--- src/rtl/incr_guard_pkg.sv ---
package incr_guard_pkg;
  localparam int ADDR_W   = 16;
  localparam int WORD_W   = 16;
  localparam int DECODE_W = 10;
  localparam int WIN_LAST = 32'h01F;

  typedef struct packed {
    logic allow;
    logic reject;
    logic in_window;
  } verdict_t;
endpackage

--- src/rtl/guard_window_decode.sv ---
module guard_window_decode #(
  parameter int ADDR_W   = 16,
  parameter int DECODE_W = 10,
  parameter int WIN_LAST = 32'h01F
) (
  input  logic [ADDR_W-1:0] addr_i,
  output logic              in_window_o
);
  localparam logic [DECODE_W-1:0] LAST = DECODE_W'(WIN_LAST);

  logic [DECODE_W-1:0] decoded;

  // Only the low DECODE_W address bits take part in the decode.
  assign decoded     = addr_i[DECODE_W-1:0];
  assign in_window_o = (decoded <= LAST);
endmodule

--- src/rtl/guard_word_compare.sv ---
module guard_word_compare #(
  parameter int WORD_W = 16
) (
  input  logic [WORD_W-1:0] new_word_i,
  input  logic [WORD_W-1:0] stored_word_i,
  output logic              greater_o
);
  // Unsigned and strict: a value equal to the stored one does not count as larger.
  assign greater_o = (new_word_i > stored_word_i);
endmodule

--- src/rtl/guard_verdict.sv ---
module guard_verdict
  import incr_guard_pkg::*;
(
  input  logic     req_i,
  input  logic     in_window_i,
  input  logic     greater_i,
  output verdict_t verdict_o
);
  always_comb begin
    verdict_o = '0;
    if (req_i) begin
      verdict_o.in_window = in_window_i;
      verdict_o.allow     = !in_window_i || greater_i;
      verdict_o.reject    = in_window_i && !greater_i;
    end
  end
endmodule

--- src/rtl/incr_word_guard.sv ---
module incr_word_guard
  import incr_guard_pkg::*;
(
  input  logic              clk,
  input  logic              rst,
  input  logic              req_i,
  input  logic [ADDR_W-1:0] addr_i,
  input  logic [WORD_W-1:0] new_word_i,
  input  logic [WORD_W-1:0] stored_word_i,
  output logic              allow_o,
  output logic              reject_o,
  output logic              in_window_o
);
  logic     in_window;
  logic     greater;
  verdict_t verdict_d;
  verdict_t verdict_q;

  guard_window_decode #(
    .ADDR_W  (ADDR_W),
    .DECODE_W(DECODE_W),
    .WIN_LAST(WIN_LAST)
  ) u_decode (
    .addr_i     (addr_i),
    .in_window_o(in_window)
  );

  guard_word_compare #(
    .WORD_W(WORD_W)
  ) u_compare (
    .new_word_i   (new_word_i),
    .stored_word_i(stored_word_i),
    .greater_o    (greater)
  );

  guard_verdict u_verdict (
    .req_i      (req_i),
    .in_window_i(in_window),
    .greater_i  (greater),
    .verdict_o  (verdict_d)
  );

  always_ff @(posedge clk) begin
    if (rst) verdict_q <= '0;
    else     verdict_q <= verdict_d;
  end

  assign allow_o     = verdict_q.allow;
  assign reject_o    = verdict_q.reject;
  assign in_window_o = verdict_q.in_window;

  // the two verdict flags are never high together
  a_r8_exclusive: assert property (@(posedge clk) disable iff (rst)
    !(allow_o && reject_o));

  // every request gets exactly one verdict on the next cycle
  a_r8_one_verdict: assert property (@(posedge clk) disable iff (rst)
    req_i |=> (allow_o ^ reject_o));

  // an idle cycle produces no verdict
  a_r2_idle_quiet: assert property (@(posedge clk) disable iff (rst)
    !req_i |=> (!allow_o && !reject_o));

  // a larger value inside the window is allowed
  a_r3_increase_ok: assert property (@(posedge clk) disable iff (rst)
    (req_i && addr_i[DECODE_W-1:0] <= DECODE_W'(WIN_LAST) && new_word_i > stored_word_i)
      |=> allow_o);

  // an equal value inside the window is refused
  a_r4_equal_refused: assert property (@(posedge clk) disable iff (rst)
    (req_i && addr_i[DECODE_W-1:0] <= DECODE_W'(WIN_LAST) && new_word_i == stored_word_i)
      |=> reject_o);

  // outside the window the value is not judged
  a_r6_outside_pass: assert property (@(posedge clk) disable iff (rst)
    (req_i && addr_i[DECODE_W-1:0] > DECODE_W'(WIN_LAST)) |=> (allow_o && !in_window_o));
endmodule

--- config.mk ---
export PLATFORM = sky130hd
export DESIGN_NAME = incr_word_guard
export DESIGN_NICKNAME = d
export VERILOG_FILES = /design/src/rtl/incr_guard_pkg.sv /design/src/rtl/guard_window_decode.sv /design/src/rtl/guard_word_compare.sv /design/src/rtl/guard_verdict.sv /design/src/rtl/incr_word_guard.sv
export SDC_FILE = /design/constraint.sdc
export NUM_CORES = 1
export LEC_CHECK = 0
export BUFFER_PORTS_ARGS = -buffer_cell sky130_fd_sc_hd__buf_2
export CORE_MARGIN = 4
export CORE_UTILIZATION = 34
export DETAILED_ROUTE_END_ITERATION = 16
export GPL_TIMING_DRIVEN = 0
export PLACE_DENSITY = 0.8
export SLEW_MARGIN = 20
export SYNTH_ARGS = -nofsm -noshare
export SYNTH_HDL_FRONTEND = slang
export SYNTH_SLANG_ARGS = --single-unit
--- constraint.sdc ---
create_clock -name clk -period 1.95 [get_ports clk]
set_input_delay 0.0975 -clock clk [delete_from_list [all_inputs] [get_ports clk]]
set_output_delay 0.0975 -clock clk [all_outputs]
set_load 0.03 [all_outputs]
==> results of run 1 <==
[metal layers]
layer	vias to the layer above	GRT usage (%)	wire length, µm
li1	336	-	-
met1	253	12.3	463
met2	30	22.5	592
met3	3	1.15	177
met4	0	8.29	32
met5	-	0	0
[kinds of logic (layout without fill, tap and decap cells)]
group / after synthesis / count (layout) / share of synthesized area, %
compound gates: 13 / 13 / 16.1
fa+ha+maj: 16 / 16 / 38.4
buf+inv: 16 / 62 / 11.5
flops: 3 / 3 / 11.5
simple gates: 22 / 22 / 22.5
[synth_stat cells (all sizes together)]
cell     number  area share, %
a2111oi       2            3.4
inv          16             12
nor3          2            1.9
ha           16             38
nand4         3            4.8
a2111o        1            2.2
and2          1            1.2
nand2         6            4.3
or2           1            1.2
and3          1            1.2
nor2          3            2.2
a21boi        1            1.4
a21oi         5            4.8
nor4          1            1.2
dfxtp         3             12
nor2b         2            2.4
or3           1            1.2
o21ai         3            2.9
nand3         1           0.96
a21o          1            1.4
[registers in the layout, summed over array words and instances, names as in the netlist]
signal / cells
allow_o: 1
reject_o: 1
in_window_o: 1
[final timing paths]
check / startpoint / end / cells past startpoint
setup / recovery: new_word_i[15] / reject_o / 7
hold / removal: rst / allow_o / 4
[report_power, final]
| part | internal [W] | switching [W] |
|---|---|---|
| Clock | 0.0000771 | 0.0000381 |
| Combinational | 0.0000624 | 0.0000542 |
| Sequential | 0.0000630 | 0.000000209 |
[metrics by stage]
stage / worst slack, ns / utilization, % / power (W) / cells
after floorplan: 0.454 / - / 0.000129 / 70
after global placement: 0.239 / 54.9 / 0.000177 / 127
after detailed placement: 0.248 / 54.9 / 0.000182 / 127
after CTS: 0.491 / 56.9 / 0.000302 / 131
after global routing: 0.351 / 56.9 / 0.000324 / 131
final: 0.508 / 56.9 / 0.000295 / 131
[worst max-delay path, cell delays in order]
cell and delay (ns):
buf_2 0.10, ha_1 0.33, nand4_2 0.13, nor2_1 0.05, or3_1 0.36, a2111o_1 0.40, a21boi_1 0.15
[layout make-up]
| type | instances | area, µm² |
|---|---|---|
| clock buffer | 4 | 26.3 |
| fill | 135 | 589 |
| inverter | 16 | 60.1 |
| multi-input combinational | 51 | 402 |
| sequential | 3 | 60.1 |
| tap | 15 | 18.8 |
| timing repair buffer | 42 | 210 |
==> flow_metrics.py, run 1 <==
metrics = {
    "die": {
        "num_rows": 13,
        "core_area_um2": 1370,
        "num_io_pins": 54,
        "die_w_um": 47.2,
        "dieArea_um2": 2230,
        "die_h_um": 47.2,
        "start_util_pct": 38.2,
    },
    "clock_network": {
        "path_clk_slew_ns": 0.04,
        "numCtsBuffers": 3,
        "post_cts_resized": 0,
        "cts_sinks": 3,
        "hold_buffers": 0,
        "cts_max_level": 1,
        "clock_path_buffers": 2,
        "cts_setup_buffers": 0,
        "root_buffer": "clkbuf_4",
        "cts_tree": "built",
    },
    "timing": {
        "worst_pin_slew_ns": 0.529,
        "min_period_ns": 1.44,
        "rsz0062_at_grt": "false",
        "fin_crit_sh_pct": 73.9,
        "fmax_ghz": 0.694,
        "slew_viol_final": 0,
        "hold_viol_final": 0,
        "whs_ns": 0.125,
        "setup_viol": 0,
        "fin_tns_setup_ns": 0,
        "slew_headroom_pct": 63.8,
    },
    "routing": {
        "dr.pass1.iters": 4,
        "via_per_inst": 4.75,
        "wirelength_mm": 1.27,
        "vias": 622,
        "wire_per_inst_um": 9.66,
        "antenna_left": 0,
        "post-route-drc-count": 0,
        "first_iter_violations": 9,
    },
    "synthesis": {
        "synth_area_um2": 522,
        "syn_inst": 70,
        "synth_cell_types": 21,
        "ys_ff_latch": 3,
        "yosysSeqAreaShare_pct": 11.5,
        "synth.net_count": 137,
        "yosys_warnings": 0,
        "avgSynthCellArea_um2": 7.45,
    },
    "power_and_ir_drop": {
        "ir_drop_mv": 0.141,
        "power_leakage_nw": 0.492,
        "power_density_nw_per_um2": 380,
    },
    "cells_and_area": {
        "fin_area_um2": 777,
        "n_antenna_cell": 0,
        "final_common_cell": "buf_2",
        "drive_gt1_share_pct": 40.5,
        "area_growth_pct": 48.9,
        "layout_common_cells": "buf_2 (42), inv_1 (16), ha_1 (16)",
        "nets": 184,
    },
    "global_route": {
        "grt_max_degree": 5,
        "antenna_found_initial": 0,
        "grt_usage_pct": 12.0,
        "grt_overflow": 0,
        "grt_pass1_vias": 547,
        "grt_pass1_wl_mm": 1.90,
    },
    "setup_path": {
        "arrival_ns": 1.61,
        "cp_max_fo": 4,
        "required_ns": 2.12,
        "crit_type": "input pin to flip-flop",
        "startpoint_type": "input pin",
        "end_kind": "flip-flop",
    },
    "flow_run": {
        "max-cap-violations": 0,
    },
    "placement": {
        "place_hpwl_mm": 1.17,
        "gp_congestion": 0.682,
        "dpl_cell_area_um2": 751,
        "portBuffers": 42,
    },
    "hold_path": {
        "hold_class": "input pin to flip-flop",
    },
    "outcome": {
        "status": "completed",
    },
}
(Power assumes the default switching activity.)
==> run 2, diff against run 1 <==
==> constraint.sdc (replaced) <==
create_clock -name clk -period 1.42 [get_ports clk]
set_input_delay 0.071 -clock clk [delete_from_list [all_inputs] [get_ports clk]]
set_output_delay 0.071 -clock clk [all_outputs]
set_load 0.03 [all_outputs]
==> flow_metrics.py, run 2 (synthesis gave the netlist of run 1 again) <==
metrics = {
    "outcome": {
        "status": "completed",
    },
    "cells_and_area": {
        "regArea_um2": 60.1,
        "drive_gt1_share_pct": 46.6,
        "nets": 184,
        "layout_common_cells": "buf_2 (42), inv_1 (16), ha_1 (11)",
        "multi_input_area_um2": 484,
        "fillers": 125,
        "final_core_util_pct": 62.9,
        "n_antenna_cell": 0,
        "final_common_cell": "buf_2",
        "area_growth_pct": 64.7,
        "final_cells": 131,
        "fin_area_um2": 860,
    },
    "timing": {
        "setup_viol": 0,
        "hold_viol_final": 0,
        "fin_crit_sh_pct": 95.7,
        "worst_slack_ns": 0.0606,
        "slew_viol_final": 0,
        "fmax_ghz": 0.736,
        "slew_headroom_pct": 60.4,
        "rsz0062_at_grt": "false",
        "min_period_ns": 1.36,
        "worst_pin_slew_ns": 0.579,
    },
    "setup_path": {
        "cp_max_fo": 2,
        "required_ns": 1.53,
        "crit_type": "input pin to flip-flop",
        "end_kind": "flip-flop",
        "startpoint_type": "input pin",
        "arrival_ns": 1.46,
    },
    "placement": {
        "place_inst": 127,
        "gp_congestion": 0.681,
        "portBuffers": 42,
        "place_ws_ns": -0.252,
        "place_hpwl_mm": 1.19,
        "dpl_cell_area_um2": 788,
    },
    "die": {
        "num_io_pins": 54,
        "num_rows": 13,
        "die_w_um": 47.2,
        "start_util_pct": 38.2,
        "dieArea_um2": 2230,
        "core_area_um2": 1370,
        "die_h_um": 47.2,
    },
    "routing": {
        "vias": 628,
        "via_per_inst": 4.79,
        "wl_met2_um": 669,
        "dr.pass1.iters": 3,
        "wirelength_mm": 1.32,
        "post-route-drc-count": 0,
        "first_iter_violations": 4,
        "top_layer_used": "met3",
        "wire_per_inst_um": 10.0,
        "antenna_left": 0,
        "met1_length_um": 531,
        "met3_wirelength_um": 115,
    },
    "global_route": {
        "grt_max_degree": 5,
        "antenna_found_initial": 0,
        "grt_usage_pct": 11.3,
        "grt_overflow": 0,
        "grt_pass1_vias": 604,
        "grt_pass1_wl_mm": 1.93,
    },
    "power_and_ir_drop": {
        "power_leakage_nw": 0.490,
        "seqPwrFrac_pct": 20.4,
        "power_density_nw_per_um2": 496,
        "ir_drop_mv": 0.269,
        "power_switching_w": 0.000131,
        "p_comb_share_pct": 45.1,
        "p_int_w": 0.000295,
        "power_switching_share_pct": 30.7,
        "clkPwrFrac_pct": 34.5,
    },
    "hold_path": {
        "hold_class": "input pin to flip-flop",
    },
    "clock_network": {
        "clock_path_buffers": 2,
        "cts_setup_buffers": 0,
        "cts_max_level": 1,
        "cts_sinks": 3,
        "numCtsBuffers": 3,
        "path_clk_slew_ns": 0.04,
        "cts_tree": "built",
        "root_buffer": "clkbuf_4",
        "hold_buffers": 0,
    },
    "flow_run": {
        "max-cap-violations": 0,
    },
}
==> run 2: cell counts in the layout (fill, tap and decap cells not counted) <==
No cell type changed its count.
==> run 2: worst paths after layout <==
check                      from       to  slack [ns]  depth (start not counted)
hold / removal              rst  allow_o        0.10                          4
setup / recovery  new_word_i[9]  allow_o        0.06                          7
==> run 2: power groups by stage <==
stage | sequential (W) | clock, W | combinational [W]
2_1_floorplan | 0.0000922 | 0 | 0.0000925
3_3_place_gp | 0.0000882 | 0 | 0.000165
3_5_place_dp | 0.0000882 | 0 | 0.000173
4_1_cts | 0.0000869 | 0.000151 | 0.000174
5_1_grt | 0.0000869 | 0.000155 | 0.000222
6_report | 0.0000869 | 0.000147 | 0.000192
==> run 2: timing repair <==
action,in CTS,in global routing
pin swaps,0,1
resized for setup,1,5
setup endpoints to repair,1,2
==> run 2: final cells by class <==
class	instances	area share [%]
repair buffers	42	24.5
flip-flops and latches	3	6.99
inverters	16	6.99
multi-input cells	51	56.3
well taps	15	2.18
clock buffers	4	3.06
==> run 2: stage by stage <==
stage,hold WS (ns),power (W),TNS (ns)
3_5_place_dp,0.344,0.000261,-0.441
5_1_grt,0.115,0.000464,0
6_report,0.105,0.000426,0
2_1_floorplan,0.241,0.000185,-0.0223
3_3_place_gp,0.342,0.000254,-0.407
4_1_cts,0.101,0.000412,0
==> run 2: critical path, cell delays in order <==
cell and delay, ns:
buf_2 0.10, ha_1 0.30, a21oi_1 0.14, nor3_1 0.05, or3_1 0.32, a2111oi_1 0.39, nor2_1 0.09
==> run 2: per-layer routing <==
metal / vias to the layer above / track usage (%)
met5: - / 0
met4: 0 / 3.31
met3: 0 / 0.383
met2: 24 / 25.2
met1: 271 / 10.5
li1: 333 / -
==> run 3, diff against run 2 <==
--- a/config.mk
+++ b/config.mk
@@ -10,7 +10,7 @@
 export CORE_UTILIZATION = 34
 export DETAILED_ROUTE_END_ITERATION = 16
 export GPL_TIMING_DRIVEN = 0
-export PLACE_DENSITY = 0.8
+export PLACE_DENSITY = 0.87
 export SLEW_MARGIN = 20
 export SYNTH_ARGS = -nofsm -noshare
 export SYNTH_HDL_FRONTEND = slang
==> flow_metrics.py, run 3 (synthesis gave the netlist of run 1 again) <==
metrics = {
    "power_and_ir_drop": {
        "power_leakage_nw": 0.498,
        "clkPwrFrac_pct": 35.7,
        "power_switching_w": 0.000148,
        "power_switching_share_pct": 33.3,
        "seqPwrFrac_pct": 19.6,
        "ir_drop_mv": 0.297,
        "power_density_nw_per_um2": 512,
        "p_int_w": 0.000297,
        "p_comb_share_pct": 44.7,
    },
    "clock_network": {
        "cts_setup_buffers": 0,
        "cts_max_level": 1,
        "clock_path_buffers": 2,
        "root_buffer": "clkbuf_4",
        "hold_buffers": 0,
        "cts_sinks": 3,
        "path_clk_slew_ns": 0.03,
        "numCtsBuffers": 3,
        "cts_tree": "built",
    },
    "hold_path": {
        "hold_class": "input pin to flip-flop",
    },
    "timing": {
        "fmax_ghz": 0.744,
        "rsz0062_at_grt": "false",
        "fin_tns_setup_ns": 0,
        "min_period_ns": 1.34,
        "worst_pin_slew_ns": 0.448,
        "slew_viol_final": 0,
        "setup_viol": 0,
        "worst_slack_ns": 0.0758,
        "fin_crit_sh_pct": 94.7,
        "slew_headroom_pct": 70.0,
        "hold_viol_final": 0,
    },
    "routing": {
        "wirelength_mm": 1.42,
        "met1_length_um": 477,
        "vias": 646,
        "post-route-drc-count": 0,
        "antenna_left": 0,
        "via_per_inst": 4.93,
        "wl_met2_um": 791,
        "met3_wirelength_um": 127,
        "dr.pass1.iters": 5,
        "wire_per_inst_um": 10.8,
        "first_iter_violations": 4,
        "top_layer_used": "met4",
    },
    "cells_and_area": {
        "fillers": 129,
        "area_growth_pct": 66.4,
        "final_common_cell": "buf_2",
        "nets": 184,
        "layout_common_cells": "buf_2 (42), inv_1 (15), ha_1 (11)",
        "drive_gt1_share_pct": 47.4,
        "n_antenna_cell": 0,
    },
    "die": {
        "start_util_pct": 38.2,
        "num_io_pins": 54,
        "die_w_um": 47.2,
        "core_area_um2": 1370,
        "dieArea_um2": 2230,
        "die_h_um": 47.2,
        "num_rows": 13,
    },
    "global_route": {
        "grt_pass1_vias": 631,
        "grt_max_degree": 5,
        "grt_usage_pct": 13.3,
        "grt_pass1_wl_mm": 2.15,
        "grt_overflow": 0,
        "antenna_found_initial": 0,
    },
    "setup_path": {
        "critPathLaunch": "stored_word_i[9]",
        "startpoint_type": "input pin",
        "cp_max_fo": 2,
        "setup.worst_path.end": "allow_o",
        "end_kind": "flip-flop",
        "crit_type": "input pin to flip-flop",
        "arrival_ns": 1.46,
        "required_ns": 1.53,
    },
    "outcome": {
        "status": "completed",
    },
    "placement": {
        "gp_congestion": 0.662,
        "portBuffers": 42,
        "place_ws_ns": -0.237,
        "place_hpwl_mm": 1.21,
    },
    "flow_run": {
        "max-cap-violations": 0,
    },
}
## run 3: cell counts in the layout (fill, tap and decap cells not counted)
Identical to the previous run, type by type.
## run 3: critical path, stage by stage
cell,delay (ns)
buf_2,0.08
inv_1,0.04
ha_1,0.28
a21oi_1,0.14
nor3_1,0.05
or3_1,0.33
a2111oi_1,0.38
nor2_1,0.09
## run 3: worst min-delay path by stage
| stage | startpoint | to | slack [ns] | cells past startpoint |
|---|---|---|---|---|
| 6_report | rst | allow_o | 0.11 | 4 |
| 5_1_grt | rst | allow_o | 0.14 | 4 |
| 4_1_cts | rst | allow_o | 0.11 | 4 |
| 3_5_place_dp | rst | allow_o | 0.34 | 4 |
| 3_3_place_gp | rst | allow_o | 0.34 | 4 |
| 2_1_floorplan | rst | allow_o | 0.24 | 3 |
## run 3: power groups by stage
stage               Combinational, W  Clock (W)  Sequential (W)
floorplan                  0.0000925          0       0.0000922
global placement            0.000165          0       0.0000882
detailed placement          0.000173          0       0.0000884
CTS                         0.000175   0.000156       0.0000871
global route                0.000227   0.000164       0.0000871
finish                      0.000199   0.000159       0.0000870
## run 3: metrics by stage
stage	total power (W)	utilization, %	hold WS [ns]	cell area, µm²	instances
3_5_place_dp	0.000261	57.7	0.343	788	127
4_1_cts	0.000419	60.1	0.114	821	131
6_report	0.000445	63.6	0.112	868	131
3_3_place_gp	0.000253	57.7	0.342	788	127
5_1_grt	0.000478	63.6	0.143	868	131
2_1_floorplan	0.000185	-	0.241	559	70
## run 3: cell type report
| class | instances | area [µm²] | area share (%) |
|---|---|---|---|
| clock buffer | 4 | 26.3 | 3.03 |
| multi-input combinational | 51 | 493 | 56.8 |
| tap | 15 | 18.8 | 2.16 |
| inverter | 16 | 60.1 | 6.92 |
| sequential | 3 | 60.1 | 6.92 |
| timing repair buffer | 42 | 210 | 24.2 |
## run 3: repair_timing
action	in CTS	in global routing
cloned	0	0
pin swaps	0	2
endpoints found under the setup margin	1	2
resized for setup	1	8
## run 3: metal layers
layer / up-vias / GRT usage, %
li1: 333 / -
met1: 280 / 11.6
met2: 31 / 27.6
met3: 2 / 2.68
met4: 0 / 6.63
met5: - / 0
